<file path="src/rtl/sdc_pkg.sv">
package sdc_pkg;
  localparam int IDX_W   = 6;
  localparam int ARG_W   = 32;
  localparam int CRC_W   = 7;
  localparam int WORD_W  = 32;
  localparam int N_WORDS = 4;

  typedef enum logic [1:0] {
    ST_IDLE = 2'd0,
    ST_SEND = 2'd1,
    ST_WAIT = 2'd2,
    ST_RECV = 2'd3
  } cp_state_e;

  // one serial step of CRC7, generator x^7 + x^3 + 1
  function automatic logic [CRC_W-1:0] crc7_step(input logic [CRC_W-1:0] c, input logic b);
    logic fb;
    fb = c[CRC_W-1] ^ b;
    return {c[5:3], c[2] ^ fb, c[1:0], fb};
  endfunction
endpackage

</file>
<file path="src/rtl/sdc_crc7.sv">
module sdc_crc7
  import sdc_pkg::*;
(
  input  logic             clk,
  input  logic             rst_n,
  input  logic             clr,
  input  logic             en,
  input  logic             din,
  output logic [CRC_W-1:0] crc
);
  logic [CRC_W-1:0] crc_q, crc_d;

  always_comb begin
    crc_d = crc_q;
    if (clr)     crc_d = '0;
    else if (en) crc_d = crc7_step(crc_q, din);
  end

  always_ff @(posedge clk or negedge rst_n) begin
    if (!rst_n) crc_q <= '0;
    else        crc_q <= crc_d;
  end

  assign crc = crc_q;
endmodule

</file>
<file path="src/rtl/sdc_cmd_ser.sv">
module sdc_cmd_ser
  import sdc_pkg::*;
(
  input  logic             clk,
  input  logic             rst_n,
  input  logic             load,
  input  logic             step,
  input  logic [IDX_W-1:0] idx,
  input  logic [ARG_W-1:0] arg,
  output logic             line_bit,
  output logic             last
);
  localparam int HDR_W   = 2 + IDX_W + ARG_W;
  localparam int FRAME_W = HDR_W + CRC_W + 1;
  localparam int CNT_W   = $clog2(FRAME_W + 1);
  localparam logic [CNT_W-1:0] HDR_C  = CNT_W'(HDR_W);
  localparam logic [CNT_W-1:0] CRCE_C = CNT_W'(HDR_W + CRC_W);
  localparam logic [CNT_W-1:0] LAST_C = CNT_W'(FRAME_W - 1);

  logic [HDR_W-1:0] data_q, data_d;
  logic [CNT_W-1:0] cnt_q, cnt_d;
  logic [CNT_W-1:0] crc_pos;
  logic [CRC_W-1:0] crc_val, crc_shl;
  logic             in_hdr, in_crc;

  assign in_hdr  = cnt_q < HDR_C;
  assign in_crc  = !in_hdr && (cnt_q < CRCE_C);
  assign crc_pos = cnt_q - HDR_C;
  assign crc_shl = crc_val << crc_pos;

  always_comb begin
    data_d = data_q;
    cnt_d  = cnt_q;
    if (load) begin
      data_d = {2'b01, idx, arg};
      cnt_d  = '0;
    end else if (step) begin
      data_d = data_q << 1;
      cnt_d  = cnt_q + 1'b1;
    end
  end

  always_ff @(posedge clk or negedge rst_n) begin
    if (!rst_n) begin
      data_q <= '0;
      cnt_q  <= '0;
    end else begin
      data_q <= data_d;
      cnt_q  <= cnt_d;
    end
  end

  sdc_crc7 u_crc (
    .clk  (clk),
    .rst_n(rst_n),
    .clr  (load),
    .en   (step && in_hdr),
    .din  (data_q[HDR_W-1]),
    .crc  (crc_val)
  );

  always_comb begin
    if (in_hdr)      line_bit = data_q[HDR_W-1];
    else if (in_crc) line_bit = crc_shl[CRC_W-1];
    else             line_bit = 1'b1;
  end

  assign last = (cnt_q == LAST_C);
endmodule

</file>
<file path="src/rtl/sdc_rsp_des.sv">
module sdc_rsp_des
  import sdc_pkg::*;
(
  input  logic                       clk,
  input  logic                       rst_n,
  input  logic                       clr,
  input  logic                       step,
  input  logic                       din,
  input  logic                       long_mode,
  output logic                       at_last,
  output logic                       crc_good,
  output logic [IDX_W-1:0]           idx,
  output logic [WORD_W*N_WORDS-1:0]  body
);
  localparam int FIELD_W  = WORD_W * N_WORDS;
  localparam int HDR_END  = 2 + IDX_W;
  localparam int S_BODY_H = HDR_END + WORD_W - 1;
  localparam int L_BODY_H = HDR_END + FIELD_W - 2;
  localparam int S_LAST   = S_BODY_H + CRC_W + 1;
  localparam int L_LAST   = L_BODY_H + 1;
  localparam int CNT_W    = $clog2(L_LAST + 1);

  localparam logic [CNT_W-1:0] IDX_LO  = CNT_W'(2);
  localparam logic [CNT_W-1:0] BODY_LO = CNT_W'(HDR_END);
  localparam logic [CNT_W-1:0] SBODY_H = CNT_W'(S_BODY_H);
  localparam logic [CNT_W-1:0] LBODY_H = CNT_W'(L_BODY_H);
  localparam logic [CNT_W-1:0] SCRC_H  = CNT_W'(S_BODY_H);
  localparam logic [CNT_W-1:0] LCRC_H  = CNT_W'(L_BODY_H - CRC_W);
  localparam logic [CNT_W-1:0] SLAST   = CNT_W'(S_LAST);
  localparam logic [CNT_W-1:0] LLAST   = CNT_W'(L_LAST);
  localparam logic [CNT_W-1:0] ONE_C   = CNT_W'(1);

  logic [CNT_W-1:0]   cnt_q, cnt_d;
  logic [IDX_W-1:0]   idx_q, idx_d;
  logic [FIELD_W-1:0] body_q, body_d;
  logic [CRC_W-1:0]   rcrc_q, rcrc_d;
  logic [CRC_W-1:0]   crc_val;
  logic [CNT_W-1:0]   body_hi, crc_lo, crc_hi, last_pos;
  logic               w_idx, w_body, w_crc, w_rcrc;

  assign body_hi  = long_mode ? LBODY_H : SBODY_H;
  assign crc_lo   = long_mode ? BODY_LO : ONE_C;
  assign crc_hi   = long_mode ? LCRC_H  : SCRC_H;
  assign last_pos = long_mode ? LLAST   : SLAST;

  assign w_idx  = (cnt_q >= IDX_LO) && (cnt_q < BODY_LO);
  assign w_body = (cnt_q >= BODY_LO) && (cnt_q <= body_hi);
  assign w_crc  = (cnt_q >= crc_lo) && (cnt_q <= crc_hi);
  assign w_rcrc = (cnt_q > crc_hi) && (cnt_q < last_pos);

  always_comb begin
    cnt_d  = cnt_q;
    idx_d  = idx_q;
    body_d = body_q;
    rcrc_d = rcrc_q;
    if (clr) begin
      cnt_d  = ONE_C;
      idx_d  = '0;
      body_d = '0;
      rcrc_d = '0;
    end else if (step) begin
      cnt_d = cnt_q + 1'b1;
      if (w_idx)  idx_d  = {idx_q[IDX_W-2:0], din};
      if (w_body) body_d = {body_q[FIELD_W-2:0], din};
      if (w_rcrc) rcrc_d = {rcrc_q[CRC_W-2:0], din};
    end
  end

  always_ff @(posedge clk or negedge rst_n) begin
    if (!rst_n) begin
      cnt_q  <= '0;
      idx_q  <= '0;
      body_q <= '0;
      rcrc_q <= '0;
    end else begin
      cnt_q  <= cnt_d;
      idx_q  <= idx_d;
      body_q <= body_d;
      rcrc_q <= rcrc_d;
    end
  end

  sdc_crc7 u_crc (
    .clk  (clk),
    .rst_n(rst_n),
    .clr  (clr),
    .en   (step && !clr && w_crc),
    .din  (din),
    .crc  (crc_val)
  );

  assign at_last  = (cnt_q == last_pos);
  assign crc_good = (crc_val == rcrc_q);
  assign idx      = idx_q;
  assign body     = body_q;
endmodule

</file>
<file path="src/rtl/sdc_cmd_path.sv">
module sdc_cmd_path
  import sdc_pkg::*;
#(
  parameter int TMO_LEN = 64
) (
  input  logic              clk,
  input  logic              rst_n,
  input  logic              ck_stb,
  input  logic              start,
  input  logic [IDX_W-1:0]  cmd_idx,
  input  logic [ARG_W-1:0]  cmd_arg,
  input  logic [1:0]        rsp_type,
  input  logic              cmd_in,
  output logic              cmd_out,
  output logic              cmd_oe,
  output logic              busy,
  output logic              cmd_sent,
  output logic              rsp_ok,
  output logic              rsp_crc_err,
  output logic              rsp_tmo,
  output logic [IDX_W-1:0]  rsp_idx,
  output logic [WORD_W-1:0] rsp_w0,
  output logic [WORD_W-1:0] rsp_w1,
  output logic [WORD_W-1:0] rsp_w2,
  output logic [WORD_W-1:0] rsp_w3
);
  localparam int FIELD_W = WORD_W * N_WORDS;
  localparam int TMO_W   = $clog2(TMO_LEN);
  localparam logic [TMO_W-1:0] TMO_END = TMO_W'(TMO_LEN - 1);

  cp_state_e state_q, state_d;
  logic want_q, want_d, long_q, long_d;
  logic [TMO_W-1:0] tmo_cnt_q, tmo_cnt_d;
  logic sent_q, sent_d, ok_q, ok_d, err_q, err_d, tmo_q, tmo_d;
  logic ser_load, ser_step, ser_bit, ser_last;
  logic des_clr, des_step, des_last, des_crc_good, cap;
  logic [IDX_W-1:0]   des_idx;
  logic [FIELD_W-1:0] des_body, long_field;
  logic [IDX_W-1:0]   ridx_q;
  logic [N_WORDS-1:0][WORD_W-1:0] words_q, words_nx;

  always_comb begin
    state_d   = state_q;
    want_d    = want_q;
    long_d    = long_q;
    tmo_cnt_d = tmo_cnt_q;
    sent_d = 1'b0; ok_d = 1'b0; err_d = 1'b0; tmo_d = 1'b0;
    ser_load = 1'b0; ser_step = 1'b0;
    des_clr  = 1'b0; des_step = 1'b0; cap = 1'b0;
    case (state_q)
      ST_IDLE: begin
        if (start) begin
          state_d  = ST_SEND;
          ser_load = 1'b1;
          want_d   = rsp_type[0];
          long_d   = &rsp_type;
        end
      end
      ST_SEND: begin
        if (ck_stb) begin
          ser_step = 1'b1;
          if (ser_last) begin
            if (want_q) begin
              state_d   = ST_WAIT;
              tmo_cnt_d = '0;
            end else begin
              state_d = ST_IDLE;
              sent_d  = 1'b1;
            end
          end
        end
      end
      ST_WAIT: begin
        if (ck_stb) begin
          if (!cmd_in) begin
            state_d = ST_RECV;
            des_clr = 1'b1;
          end else if (tmo_cnt_q == TMO_END) begin
            state_d = ST_IDLE;
            tmo_d   = 1'b1;
          end else begin
            tmo_cnt_d = tmo_cnt_q + 1'b1;
          end
        end
      end
      ST_RECV: begin
        if (ck_stb) begin
          des_step = 1'b1;
          if (des_last) begin
            state_d = ST_IDLE;
            cap     = 1'b1;
            ok_d    = des_crc_good;
            err_d   = !des_crc_good;
          end
        end
      end
      default: state_d = ST_IDLE;
    endcase
  end

  always_ff @(posedge clk or negedge rst_n) begin
    if (!rst_n) begin
      state_q   <= ST_IDLE;
      want_q    <= 1'b0;
      long_q    <= 1'b0;
      tmo_cnt_q <= '0;
      sent_q    <= 1'b0;
      ok_q      <= 1'b0;
      err_q     <= 1'b0;
      tmo_q     <= 1'b0;
    end else begin
      state_q   <= state_d;
      want_q    <= want_d;
      long_q    <= long_d;
      tmo_cnt_q <= tmo_cnt_d;
      sent_q    <= sent_d;
      ok_q      <= ok_d;
      err_q     <= err_d;
      tmo_q     <= tmo_d;
    end
  end

  sdc_cmd_ser u_ser (
    .clk     (clk),
    .rst_n   (rst_n),
    .load    (ser_load),
    .step    (ser_step),
    .idx     (cmd_idx),
    .arg     (cmd_arg),
    .line_bit(ser_bit),
    .last    (ser_last)
  );

  sdc_rsp_des u_des (
    .clk      (clk),
    .rst_n    (rst_n),
    .clr      (des_clr),
    .step     (des_step),
    .din      (cmd_in),
    .long_mode(long_q),
    .at_last  (des_last),
    .crc_good (des_crc_good),
    .idx      (des_idx),
    .body     (des_body)
  );

  // long responses carry 127 data bits; a zero fills the last position
  assign long_field = {des_body[FIELD_W-2:0], 1'b0};

  for (genvar gi = 0; gi < N_WORDS; gi++) begin : g_word
    if (gi == 0) begin : g_first
      assign words_nx[gi] = long_q ? long_field[FIELD_W-1 -: WORD_W] : des_body[WORD_W-1:0];
    end else begin : g_rest
      assign words_nx[gi] = long_q ? long_field[FIELD_W-1-gi*WORD_W -: WORD_W] : '0;
    end
  end

  always_ff @(posedge clk or negedge rst_n) begin
    if (!rst_n) begin
      ridx_q  <= '0;
      words_q <= '0;
    end else if (cap) begin
      ridx_q  <= des_idx;
      words_q <= words_nx;
    end
  end

  assign cmd_oe      = (state_q == ST_SEND);
  assign cmd_out     = cmd_oe ? ser_bit : 1'b1;
  assign busy        = (state_q != ST_IDLE);
  assign cmd_sent    = sent_q;
  assign rsp_ok      = ok_q;
  assign rsp_crc_err = err_q;
  assign rsp_tmo     = tmo_q;
  assign rsp_idx     = ridx_q;
  assign rsp_w0      = words_q[0];
  assign rsp_w1      = words_q[1];
  assign rsp_w2      = words_q[2];
  assign rsp_w3      = words_q[3];
endmodule

</file>
<file path="config.mk">
export PLATFORM = sky130hd
export DESIGN_NAME = sdc_cmd_path
export DESIGN_NICKNAME = d
export VERILOG_FILES = /design/src/rtl/sdc_pkg.sv /design/src/rtl/sdc_crc7.sv /design/src/rtl/sdc_cmd_ser.sv /design/src/rtl/sdc_rsp_des.sv /design/src/rtl/sdc_cmd_path.sv
export SDC_FILE = /design/constraint.sdc
export NUM_CORES = 1
export LEC_CHECK = 0
export ABC_AREA = 1
export BUFFER_PORTS_ARGS = -buffer_cell sky130_fd_sc_hd__buf_4
export CAP_MARGIN = 20
export CORE_MARGIN = 2
export CORE_UTILIZATION = 40
export CTS_CLUSTER_DIAMETER = 80
export CTS_CLUSTER_SIZE = 8
export DETAILED_ROUTE_END_ITERATION = 10
export SKIP_LAST_GASP = 1
export SLEW_MARGIN = 25
export SYNTH_ARGS = -nofsm -noshare
export SYNTH_HDL_FRONTEND = slang
export SYNTH_SLANG_ARGS = --single-unit
</file>
<file path="constraint.sdc">
create_clock -name clk -period 5.3 [get_ports clk]
set_input_delay 0.795 -clock clk [delete_from_list [all_inputs] [get_ports clk]]
set_output_delay 0.795 -clock clk [all_outputs]
set_load 0.05 [all_outputs]
</file>
==> results by group <==
Critical path
  – Required time worst endpoint: 5.75 ns
  – Worst path slowest cell: nand3_4
  – Startpoint types: register
  – Critical setup path kind: reg2reg
  – CP dominant cell by count: nand2_1
  – Largest stage delay, worst path: 0.64 ns
  – Cell family with most CP delay: simple AND/OR/NAND/NOR gates
  – CP endpoint kind: register
  – Critical Path AT: 3.83 ns
  – Worst path cell trace: inv_4 -> ha_1 -> nand2_1 -> nor2_2 -> nand3_1 -> o21ai_4 -> nand3_4 -> buf_12 -> nand2_1 -> nand2_1
  – Critical path buffers and inverters: 2
  – CP Max Fanout: 76

STA
  – Tmin final: 3.37 ns
  – Worst Tran Pin Value: 1.02 ns
  – Setup TNS: 0 ns
  – Final setup fails: 0
  – RSZ-0062 raised after global routing: false
  – Fin crit share: 0.637
  – Final Hold Fails: 0
  – F_max: 0.296 GHz
  – Slew Limit Fails: 0
  – Slew HR: 0.322
  – Clock skew: 0.00942 ns
  – WHS: 0.170 ns

Clocking
  – Clock tree buffer depth: 3
  – Clock-pin slew on the worst setup and hold paths: 0.05 ns
  – H-tree Lvls: 2
  – CTS tree: yes
  – Hold_buf cts: 0
  – # clock sinks: 355
  – CTS Root Cell: clkbuf_16
  – Clock buffer count from CTS: 50
  – Skew-Pair Late Insertion Delay: 0.57 ns
  – Post-cts sizing count: 0
  – Setup Buffers After CTS: 0

Min path
  – HP Class: in2async

Routing
  – Via/cell ratio: 5.11
  – DRC: 0
  – Final ANT Viol Nets: 0
  – Drt initial violations: 930
  – DR WL met3: 2.40 mm
  – Vias post-DR: 13319
  – Per-cell routed wire length: 15.3 um
  – Met1 Routed Length: 18.4 mm
  – Total wire length: 39.8 mm
  – Max Used Layer: met4
  – DR pass1 iterations: 5
  – Metal2 WL: 18.1 mm

Synthesis
  – Ys Warns: 0
  – Sequential area share after synthesis: 0.542
  – Synth Instances: 1949
  – Post-synthesis cell type count: 35
  – Avg Inst Size Synth: 8.41 um^2
  – Mapped Nets: 2007
  – Synthesized cell area: 16400 um^2
  – FF+latch count, synth: 355

Floorplanning
  – Starting Density: 0.403
  – Die X: 206 um
  – Die Area: 42600 um^2
  – Die height: 206 um
  – Cell Rows: 74
  – Core ar.: 40600 um^2
  – IO Pins: 186

GRT
  – Vias in the first global route: 12944
  – Largest net degree at the start of global routing: 123
  – Gr usage total: 0.189
  – Remaining Overflow, GRT: 0
  – Initial antenna violation count: 0
  – First-pass GRT wire length: 65.9 mm

Flow run
  – Max-cap violations: 0

Placed design
  – Port buffer count: 184
  – Routability congestion estimate: 0.804
  – Post-DP HPWL: 24.8 mm

Outcome
  – Status: finished, final reports clean

Power and ir drop
  – Maximum VDD drop: 0.000389 V
  – Leak: 0.00985 uW
  – Power density cells: 497 nW/um^2

Final layout
  – Most frequent cells in the layout: 583 x nand2_1, 354 x dfrtp_1, 223 x inv_1
  – Area growth, synth to finish: 18.3%
  – Layout net count: 2130
  – N_diodes: 0
  – Filler instances: 3917
  – Most common cell after layout, fill and taps aside: nand2_1
  – Fraction of layout cells with a size suffix above 1: 0.136
  – Footprint of the multi-input gates: 6000 um^2
  – Reg area: 8880 um^2
-- metal layers --
layer	global-route usage	vias to the layer above
li1	-	6551
met5	0	-
met3	0.0385	67
met2	0.295	336
met1	0.264	6365
met4	0.0638	0
-- power by group --
group | leakage (uW) | switching, uW | internal, uW | total (uW)
combinational | 0.00448 | 2250 | 907 | 3150
clock | 0.000659 | 1120 | 1740 | 2860
sequential | 0.00471 | 265 | 3370 | 3640
-- registers in the layout, summed over array words and instances, names as in the netlist, 2 cells and up --
name,cells
u_ser.u_crc.crc,7
u_des.u_crc.crc,7
tmo_cnt_q,6
u_des.body,127
u_des.rcrc_q,7
u_ser.cnt_q,6
u_des.cnt_q,8
rsp_idx,6
rsp_w0,32
rsp_w1,32
u_des.idx,6
u_ser.data_q,40
state_q,2
rsp_w3,31
rsp_w2,32
-- cell type report --
cell class / count / area share
clock buffer: 53 / 0.0662
sequential: 355 / 0.458
multi-input combinational: 1231 / 0.310
timing repair buffer: 202 / 0.0832
clock inverter: 3 / 0.00303
tap: 532 / 0.0343
inverter: 232 / 0.0453
-- worst paths after layout --
check / from / endpoint / slack [ns] / cells past startpoint
min in group clk: cmd_idx[1] / u_ser.data_q[33] / 0.44 / 3
min reg2reg: rsp_idx[3] / rsp_idx[3] / 0.48 / 2
max: long_q / u_des.body[98] / 1.93 / 10
min: rst_n / rsp_w1[24] / 0.17 / 1
max in group asynchronous: rst_n / u_des.body[12] / 3.91 / 2
max reg2reg: long_q / u_des.body[98] / 1.93 / 10
-- worst register-to-register path: stages (launching register included) --
cell and delay, ns:
dfrtp_2 0.41, inv_4 0.49, ha_1 0.29, nand2_1 0.08, nor2_2 0.24, nand3_1 0.18
o21ai_4 0.26, nand3_4 0.64, buf_12 0.46, nand2_1 0.14, nand2_1 0.06
-- kinds of logic after synthesis --
kind of cell / share of synthesized area
AND/OR/NAND/NOR: 0.245
buffers and inverters: 0.0944
flip-flops: 0.542
AO/OA/AOI/OAI: 0.101
XOR/XNOR: 0.00748
adder cells (fa/ha/maj): 0.00992
other: 0.000229
-- Yosys cell counts --
cell type | count | share of area
a21oi_2 | 2 | 0.0011
nor2_1 | 177 | 0.041
nand2_1 | 584 | 0.13
o221ai_1 | 36 | 0.019
o22ai_1 | 6 | 0.0023
o31ai_1 | 95 | 0.043
dfrtp_1 | 355 | 0.54
ha_1 | 13 | 0.0099
conb_1 | 1 | 0.00023
inv_1 | 223 | 0.051
or2_2 | 1 | 0.00038
nor2_2 | 2 | 0.00076
inv_2 | 8 | 0.0018
buf_2 | 34 | 0.010
a21oi_1 | 9 | 0.0027
nor3b_1 | 2 | 0.00092
nand3_1 | 39 | 0.012
buf_6 | 13 | 0.0089
nor2_4 | 2 | 0.0014
nor3_1 | 10 | 0.0031
nand4_1 | 133 | 0.051
xor2_1 | 5 | 0.0027
xnor2_1 | 9 | 0.0048
o211ai_1 | 1 | 0.00046
a22oi_1 | 1 | 0.00046
clkbuf_1 | 61 | 0.014
o21ai_0 | 93 | 0.028
clkinv_1 | 1 | 0.00023
buf_1 | 11 | 0.0025
nand3_4 | 1 | 0.0011
buf_4 | 12 | 0.0055
nand2_2 | 2 | 0.00076
o21ai_2 | 2 | 0.0011
a31o_2 | 1 | 0.00053
o21ai_1 | 4 | 0.0012
-- per-stage QoR --
stage / worst slack (ns) / std cells / util / cell area, um^2 / power (uW)
4_1_cts: 1.32 / 2607 / 0.476 / 19400 / 9700
2_1_floorplan: 3.03 / 1949 / - / 16400 / 5970
3_5_place_dp: 1.34 / 2551 / 0.443 / 18000 / 6780
6_report: 1.93 / 2608 / 0.477 / 19400 / 9640
3_3_place_gp: 1.40 / 2550 / 0.443 / 18000 / 6690
5_1_grt: 1.67 / 2608 / 0.477 / 19400 / 10400
Note: power is estimated with default switching activity, not from simulation.
